`src/rtl/cdr_lock_pkg.sv`:
```
package cdr_lock_pkg;

  typedef enum logic {
    MODE_REF  = 1'b0,
    MODE_DATA = 1'b1
  } lock_mode_e;

  typedef enum logic [1:0] {
    OVR_NONE = 2'd0,
    OVR_REF  = 2'd1,
    OVR_DATA = 2'd2
  } ovr_e;

  // force-data outranks force-reference
  function automatic ovr_e ovr_decode(input logic fref, input logic fdata);
    if (fdata)      return OVR_DATA;
    else if (fref)  return OVR_REF;
    else            return OVR_NONE;
  endfunction

endpackage

```
`src/rtl/cdr_sync2.sv`:
```
module cdr_sync2 #(
  parameter int WIDTH = 2
) (
  input  logic             clk,
  input  logic             rst_n,
  input  logic [WIDTH-1:0] d,
  output logic [WIDTH-1:0] q
);

  for (genvar i = 0; i < WIDTH; i++) begin : g_bit
    logic stg1, stg2;
    always_ff @(posedge clk) begin
      if (!rst_n) begin
        stg1 <= 1'b0;
        stg2 <= 1'b0;
      end else begin
        stg1 <= d[i];
        stg2 <= stg1;
      end
    end
    assign q[i] = stg2;
  end

endmodule

```
`src/rtl/cdr_freq_meter.sv`:
```
module cdr_freq_meter #(
  parameter int WIN_LEN   = 1024,
  parameter int CNT_W     = 16,
  parameter int RATE_MULT = 1,
  parameter int THR_W     = 12
) (
  input  logic             clk,
  input  logic             rst_n,
  input  logic             clear,
  input  logic [CNT_W-1:0] rec_count,
  input  logic [THR_W-1:0] thresh,
  output logic             verdict_v,
  output logic             verdict_ok
);

  localparam int WC_W = (WIN_LEN > 1) ? $clog2(WIN_LEN) : 1;
  localparam logic [WC_W-1:0]  WC_LAST = WC_W'(WIN_LEN - 1);
  localparam logic [CNT_W-1:0] EXP_CNT = CNT_W'(WIN_LEN * RATE_MULT);

  logic [WC_W-1:0]  wcnt;
  logic [CNT_W-1:0] base_q;
  logic             primed;
  logic [CNT_W-1:0] delta, dev;
  logic             in_tol;
  logic             win_end;

  assign win_end = (wcnt == WC_LAST);
  assign delta   = rec_count - base_q;
  assign dev     = (delta >= EXP_CNT) ? (delta - EXP_CNT) : (EXP_CNT - delta);
  assign in_tol  = (dev <= CNT_W'(thresh));

  always_ff @(posedge clk) begin
    if (!rst_n || clear) begin
      wcnt       <= '0;
      base_q     <= '0;
      primed     <= 1'b0;
      verdict_v  <= 1'b0;
      verdict_ok <= 1'b0;
    end else begin
      verdict_v <= 1'b0;
      if (win_end) begin
        wcnt   <= '0;
        base_q <= rec_count;
        primed <= 1'b1;
        if (primed) begin
          verdict_v  <= 1'b1;
          verdict_ok <= in_tol;
        end
      end else begin
        wcnt <= wcnt + 1'b1;
      end
    end
  end

  // one verdict per window, never back to back
  p_verdict_single_r5: assert property (@(posedge clk) disable iff (!rst_n)
    verdict_v |=> !verdict_v);

  // a restart silences the verdict stream
  p_clear_quiet_r4: assert property (@(posedge clk) disable iff (!rst_n)
    clear |=> !verdict_v);

endmodule

```
`src/rtl/cdr_auto_fsm.sv`:
```
module cdr_auto_fsm
  import cdr_lock_pkg::*;
#(
  parameter int GOOD_WIN = 2
) (
  input  logic       clk,
  input  logic       rst_n,
  input  logic       clear,
  input  logic       sig_det,
  input  logic       verdict_v,
  input  logic       verdict_ok,
  output lock_mode_e auto_mode
);

  localparam int GC_W = $clog2(GOOD_WIN + 1);
  localparam logic [GC_W-1:0] GC_LAST = GC_W'(GOOD_WIN - 1);

  lock_mode_e      state;
  logic [GC_W-1:0] good_cnt;

  always_ff @(posedge clk) begin
    if (!rst_n || clear) begin
      state    <= MODE_REF;
      good_cnt <= '0;
    end else if (!sig_det) begin
      state    <= MODE_REF;
      good_cnt <= '0;
    end else if (verdict_v) begin
      if (!verdict_ok) begin
        state    <= MODE_REF;
        good_cnt <= '0;
      end else if (state == MODE_REF) begin
        if (good_cnt == GC_LAST) begin
          state    <= MODE_DATA;
          good_cnt <= '0;
        end else begin
          good_cnt <= good_cnt + 1'b1;
        end
      end
    end
  end

  assign auto_mode = state;

  // loss of signal forces reference on the next clock
  p_sig_loss_r8: assert property (@(posedge clk) disable iff (!rst_n)
    !sig_det |=> (state == MODE_REF));

  // an out-of-tolerance window always lands in reference mode
  p_bad_drop_r7: assert property (@(posedge clk) disable iff (!rst_n)
    (verdict_v && !verdict_ok) |=> (state == MODE_REF));

  // reference mode is left only on a verdict
  p_need_verdict_r6: assert property (@(posedge clk) disable iff (!rst_n)
    (state == MODE_REF && !verdict_v) |=> (state == MODE_REF));

  // restart lands in reference mode
  p_restart_ref_r4: assert property (@(posedge clk) disable iff (!rst_n)
    clear |=> (state == MODE_REF));

endmodule

```
`src/rtl/cdr_lockmode_ctrl.sv`:
```
module cdr_lockmode_ctrl
  import cdr_lock_pkg::*;
#(
  parameter int WIN_LEN   = 1024,
  parameter int CNT_W     = 16,
  parameter int RATE_MULT = 1,
  parameter int THR_W     = 12,
  parameter int GOOD_WIN  = 2
) (
  input  logic             clk,
  input  logic             rst_n,
  input  logic             force_ref_i,
  input  logic             force_data_i,
  input  logic             sig_detect_i,
  input  logic [CNT_W-1:0] rec_count_i,
  input  logic [THR_W-1:0] thresh_i,
  output logic             lock_to_data_o,
  output logic             freq_locked_o
);

  logic [1:0] ovr_raw, ovr_sync;
  ovr_e       ovr;
  logic       auto_hold;
  logic       vld, vok;
  lock_mode_e auto_mode;
  lock_mode_e mode_q;
  logic       locked_q;

  assign ovr_raw = {force_data_i, force_ref_i};

  cdr_sync2 #(.WIDTH(2)) u_sync (
    .clk   (clk),
    .rst_n (rst_n),
    .d     (ovr_raw),
    .q     (ovr_sync)
  );

  assign ovr       = ovr_decode(ovr_sync[0], ovr_sync[1]);
  assign auto_hold = (ovr != OVR_NONE);

  cdr_freq_meter #(
    .WIN_LEN   (WIN_LEN),
    .CNT_W     (CNT_W),
    .RATE_MULT (RATE_MULT),
    .THR_W     (THR_W)
  ) u_meter (
    .clk        (clk),
    .rst_n      (rst_n),
    .clear      (auto_hold),
    .rec_count  (rec_count_i),
    .thresh     (thresh_i),
    .verdict_v  (vld),
    .verdict_ok (vok)
  );

  cdr_auto_fsm #(.GOOD_WIN(GOOD_WIN)) u_fsm (
    .clk        (clk),
    .rst_n      (rst_n),
    .clear      (auto_hold),
    .sig_det    (sig_detect_i),
    .verdict_v  (vld),
    .verdict_ok (vok),
    .auto_mode  (auto_mode)
  );

  always_ff @(posedge clk) begin
    if (!rst_n) begin
      mode_q   <= MODE_REF;
      locked_q <= 1'b0;
    end else begin
      unique case (ovr)
        OVR_DATA: begin
          mode_q   <= MODE_DATA;
          locked_q <= 1'b1;
        end
        OVR_REF: begin
          mode_q   <= MODE_REF;
          locked_q <= 1'b0;
        end
        default: begin
          mode_q   <= auto_mode;
          locked_q <= (auto_mode == MODE_DATA);
        end
      endcase
    end
  end

  assign lock_to_data_o = (mode_q == MODE_DATA);
  assign freq_locked_o  = locked_q;

  // forced data drives both outputs high
  p_force_data_r3: assert property (@(posedge clk) disable iff (!rst_n)
    (ovr == OVR_DATA) |=> (lock_to_data_o && freq_locked_o));

  // forced reference drives both outputs low
  p_force_ref_r2: assert property (@(posedge clk) disable iff (!rst_n)
    (ovr == OVR_REF) |=> (!lock_to_data_o && !freq_locked_o));

  // without overrides the outputs follow the automatic machine
  p_auto_follow_r4: assert property (@(posedge clk) disable iff (!rst_n)
    (ovr == OVR_NONE) |=> (lock_to_data_o == ($past(auto_mode) == MODE_DATA)));

  // status flag agrees with the mode select
  p_flag_match_r9: assert property (@(posedge clk) disable iff (!rst_n)
    freq_locked_o == lock_to_data_o);

endmodule

```
`config.mk`:
```
export PLATFORM = sky130hd
export DESIGN_NAME = cdr_lockmode_ctrl
export DESIGN_NICKNAME = d
export VERILOG_FILES = /design/src/rtl/cdr_lock_pkg.sv /design/src/rtl/cdr_sync2.sv /design/src/rtl/cdr_freq_meter.sv /design/src/rtl/cdr_auto_fsm.sv /design/src/rtl/cdr_lockmode_ctrl.sv
export SDC_FILE = /design/constraint.sdc
export NUM_CORES = 1
export LEC_CHECK = 0
export CAP_MARGIN = 20
export CORE_ASPECT_RATIO = 1.2
export CORE_UTILIZATION = 41
export CTS_CLUSTER_SIZE = 20
export DETAILED_ROUTE_END_ITERATION = 10
export REMOVE_ABC_BUFFERS = 1
export SLEW_MARGIN = 15
export SYNTH_ARGS = -nofsm -noshare
export SYNTH_HDL_FRONTEND = slang
export SYNTH_SLANG_ARGS = --single-unit
```
`constraint.sdc`:
```
create_clock -name clk -period 5.3 [get_ports clk]
set_clock_uncertainty 0.05 [all_clocks]
set_input_delay 1.59 -clock clk [delete_from_list [all_inputs] [get_ports clk]]
set_output_delay 1.59 -clock clk [all_outputs]
set_load 0.01 [all_outputs]
```
==> results.json <==
{
  "synthCells": 348,
  "crit_fanout": 4,
  "critPathLaunchType": "input pin",
  "slew_viol_final": 0,
  "dr.pass1.iters": 4,
  "grt_antenna_before_repair": 0,
  "vias": 2588,
  "core-area_sq_mm": 0.00641,
  "final_util_pct": 60.5,
  "routed_wl_um": 6230,
  "synth_edf_count": 0,
  "fin_ws_ns": 0.144,
  "first_iter_violations": 61,
  "reg2reg_slack_ns": 1.14,
  "die-area_sq_mm": 0.00695,
  "hold_end": "u_sync.g_bit[1].stg2",
  "wl_per_cell_um": 11.8,
  "min_period_ns": 5.16,
  "synth_area_leaders": "dfxtp_1 (27%), ha_1 (14%), a21oi_1 (7.0%)",
  "timing.final.crit_share_pct": 97.3,
  "yosys.cell_count.top_type": "nand2_1",
  "clk_pin_slew_ns": 0.09,
  "holdCritStartpoint": "u_sync.g_bit[1].stg1",
  "ys_warn_count": 0,
  "cp.required_ns": 5.50,
  "drive_gt1_share_pct": 23.6,
  "cts_buffers": 5,
  "ys_ff_latch": 37,
  "grt_pass1_wl_um": 10600,
  "htreeDepth": 2,
  "slowest_stage": "a311o_1",
  "drtAntennaViolNets": 0,
  "area_growth_pct": 42.8,
  "crit_buf_inv": 3,
  "async_reset_ff_share_pct": 0,
  "syn_avg_cell_area_sq_um": 7.80,
  "status": "finished clean",
  "dp.final_hpwl_um": 4800,
  "ff2ff_path_depth": 20,
  "synth_ff_type": "dfxtp_1",
  "yosys.area.top_type": "dfxtp_1",
  "drc_errors": 0,
  "clock_latency_ns": 0.30,
  "multi_input_area_sq_mm": 0.00199,
  "grtUsageTotal_pct": 18.7,
  "power.density_mw_per_mm2": 197,
  "relSlewSlack_pct": 50.0,
  "hp-class": "flop to flop",
  "die_h_um": 91.1,
  "io_pins": 35,
  "cts_tree": "yes",
  "viasPerCell": 4.92,
  "preCtsSetupSlack_ns": -0.770,
  "cap_violations": 0,
  "vdd_ir_drop_max_mv": 0.187,
  "fin_nets": 504,
  "whs_ns": 0.390,
  "cp_top_family": "compound AO/OA/AOI/OAI gates",
  "cts_root_buffer": "clkbuf_8",
  "r2r_start": "u_meter.base_q[0]",
  "rsz0062_at_grt": "yes",
  "diodes": 0,
  "r2r_end": "u_meter.verdict_ok",
  "critPathMaxStageDelay_ns": 0.36,
  "path_cells": "buf_8, inv_4, ha_4, inv_2, fa_2, a21o_1, a221oi_2, o311a_2, o21bai_1, mux2_1, a311o_1, nand2_2, mux2_4, ha_4, nor2b_1, o21ai_1, nand2b_1, a21oi_2, o211ai_1, a21oi_1, and4_1, a21o_1",
  "fmax_mhz": 194,
  "globalRouteOverflowTotal": 0,
  "io_buffers": 34,
  "start_util_pct": 42.4,
  "yosysUniqueCellTypes": 46,
  "place_congestion": 0.821,
  "grt_max_degree": 21,
  "dieWidth_um": 76.3,
  "ys_seq_area_share_pct": 27.3,
  "whs_path_depth": 1,
  "grt_pass1_vias": 2518,
  "yosys-top-cells-count": "nand2_1 (46), a21oi_1 (38), dfxtp_1 (37), inv_1 (31), ha_1 (30)",
  "n_fill_cell": 556,
  "max-clock-path-buffers": 2,
  "clock-sinks": 37,
  "setup_tns_ns": 0,
  "leakage_nw": 1.59,
  "critPathKind": "input pin to flop",
  "register_area_sq_um": 741,
  "hold_viol": 0,
  "cp.arrival_ns": 5.36,
  "end_kind": "flop",
  "std_cell_rows": 32,
  "power.total_mw": 0.765,
  "synth_area_sq_mm": 0.00272,
  "worst_pin_slew_ns": 0.748,
  "yosysTopAreaCellShare_pct": 27.3,
  "setup_viol": 0
}
==> layer usage <==
metal | up-vias | track usage [%] | part of all wire [%]
met5 | - | 0 | 0
li1 | 1372 | - | -
met2 | 38 | 34.2 | 50
met1 | 1173 | 22.3 | 46
met4 | 0 | 5.45 | 1.3
met3 | 5 | 2.61 | 2.6
==> sequential cells by signal, summed over array words and instances, names as in the netlist <==
register	cells
u_meter.primed	1
u_sync.g_bit.stg1	2
u_sync.g_bit.stg2	2
u_fsm.auto_mode	1
u_meter.verdict_ok	1
u_meter.wcnt	10
u_meter.verdict_v	1
freq_locked_o	1
u_fsm.good_cnt	2
u_meter.base_q	16
==> power breakdown <==
part / internal [mW] / switching [mW] / total, mW / leakage, nW
combinational: 0.127 / 0.104 / 0.230 / 1.23
clock: 0.141 / 0.111 / 0.252 / 0.0543
sequential: 0.281 / 0.00191 / 0.283 / 0.299
total: 0.548 / 0.217 / 0.765 / 1.59
==> layout make-up <==
cell class                 instances  area share, %
clock buffer                       5           1.77
sequential                        37           19.1
clock inverter                     3           1.19
inverter                          31           3.07
tap                               85           2.74
multi-input combinational        270           51.4
timing repair buffer              95           20.7
==> per-stage QoR <==
stage	instance area [sq um]	instances
final	3880	526
after global routing	3880	526
after CTS	3770	524
after detailed placement	3490	508
after global placement	3490	508
after floorplan	2660	338
==> placed cells by master (no fill, tap or decap), drive strengths merged, types with 10 or more instances in the layout <==
| cell type | count |
|---|---|
| dfxtp | 37 |
| buf | 62 |
| clkdlybuf4s50 | 24 |
| nand2 | 47 |
| ha | 30 |
| nand3 | 15 |
| a21oi | 38 |
| inv | 31 |
| xnor2 | 22 |
| nor2 | 29 |
| and3 | 10 |
==> cells by family (layout without fill, tap and decap cells) <==
| kind of cell | after synthesis | after routing | share of synthesized area (%) |
|---|---|---|---|
| compound gates | 71 | 71 | 16.1 |
| xor+xnor | 31 | 31 | 10.3 |
| fa+ha+maj | 31 | 31 | 14.6 |
| buf+inv | 41 | 134 | 6.18 |
| flops | 37 | 37 | 27.3 |
| mux | 3 | 3 | 1.20 |
| simple gates | 134 | 134 | 24.4 |
==> worst max-delay path by stage <==
stage	from	endpoint	cells past startpoint
2_1_floorplan	rec_count_i[0]	u_meter.verdict_ok	21
3_3_place_gp	rec_count_i[0]	u_meter.verdict_ok	22
3_5_place_dp	rec_count_i[0]	u_meter.verdict_ok	22
4_1_cts	rec_count_i[0]	u_meter.verdict_ok	22
5_1_grt	rec_count_i[0]	u_meter.verdict_ok	23
6_report	rec_count_i[0]	u_meter.verdict_ok	22
==> repair_timing <==
action                     4_1_cts  5_1_grt
resized for setup               31       25
setup endpoints to repair        1        1
hold buffers                     0        0
setup buffers                    8        2
pin swaps                       24       25
Power figures use the tool's default switching activity.
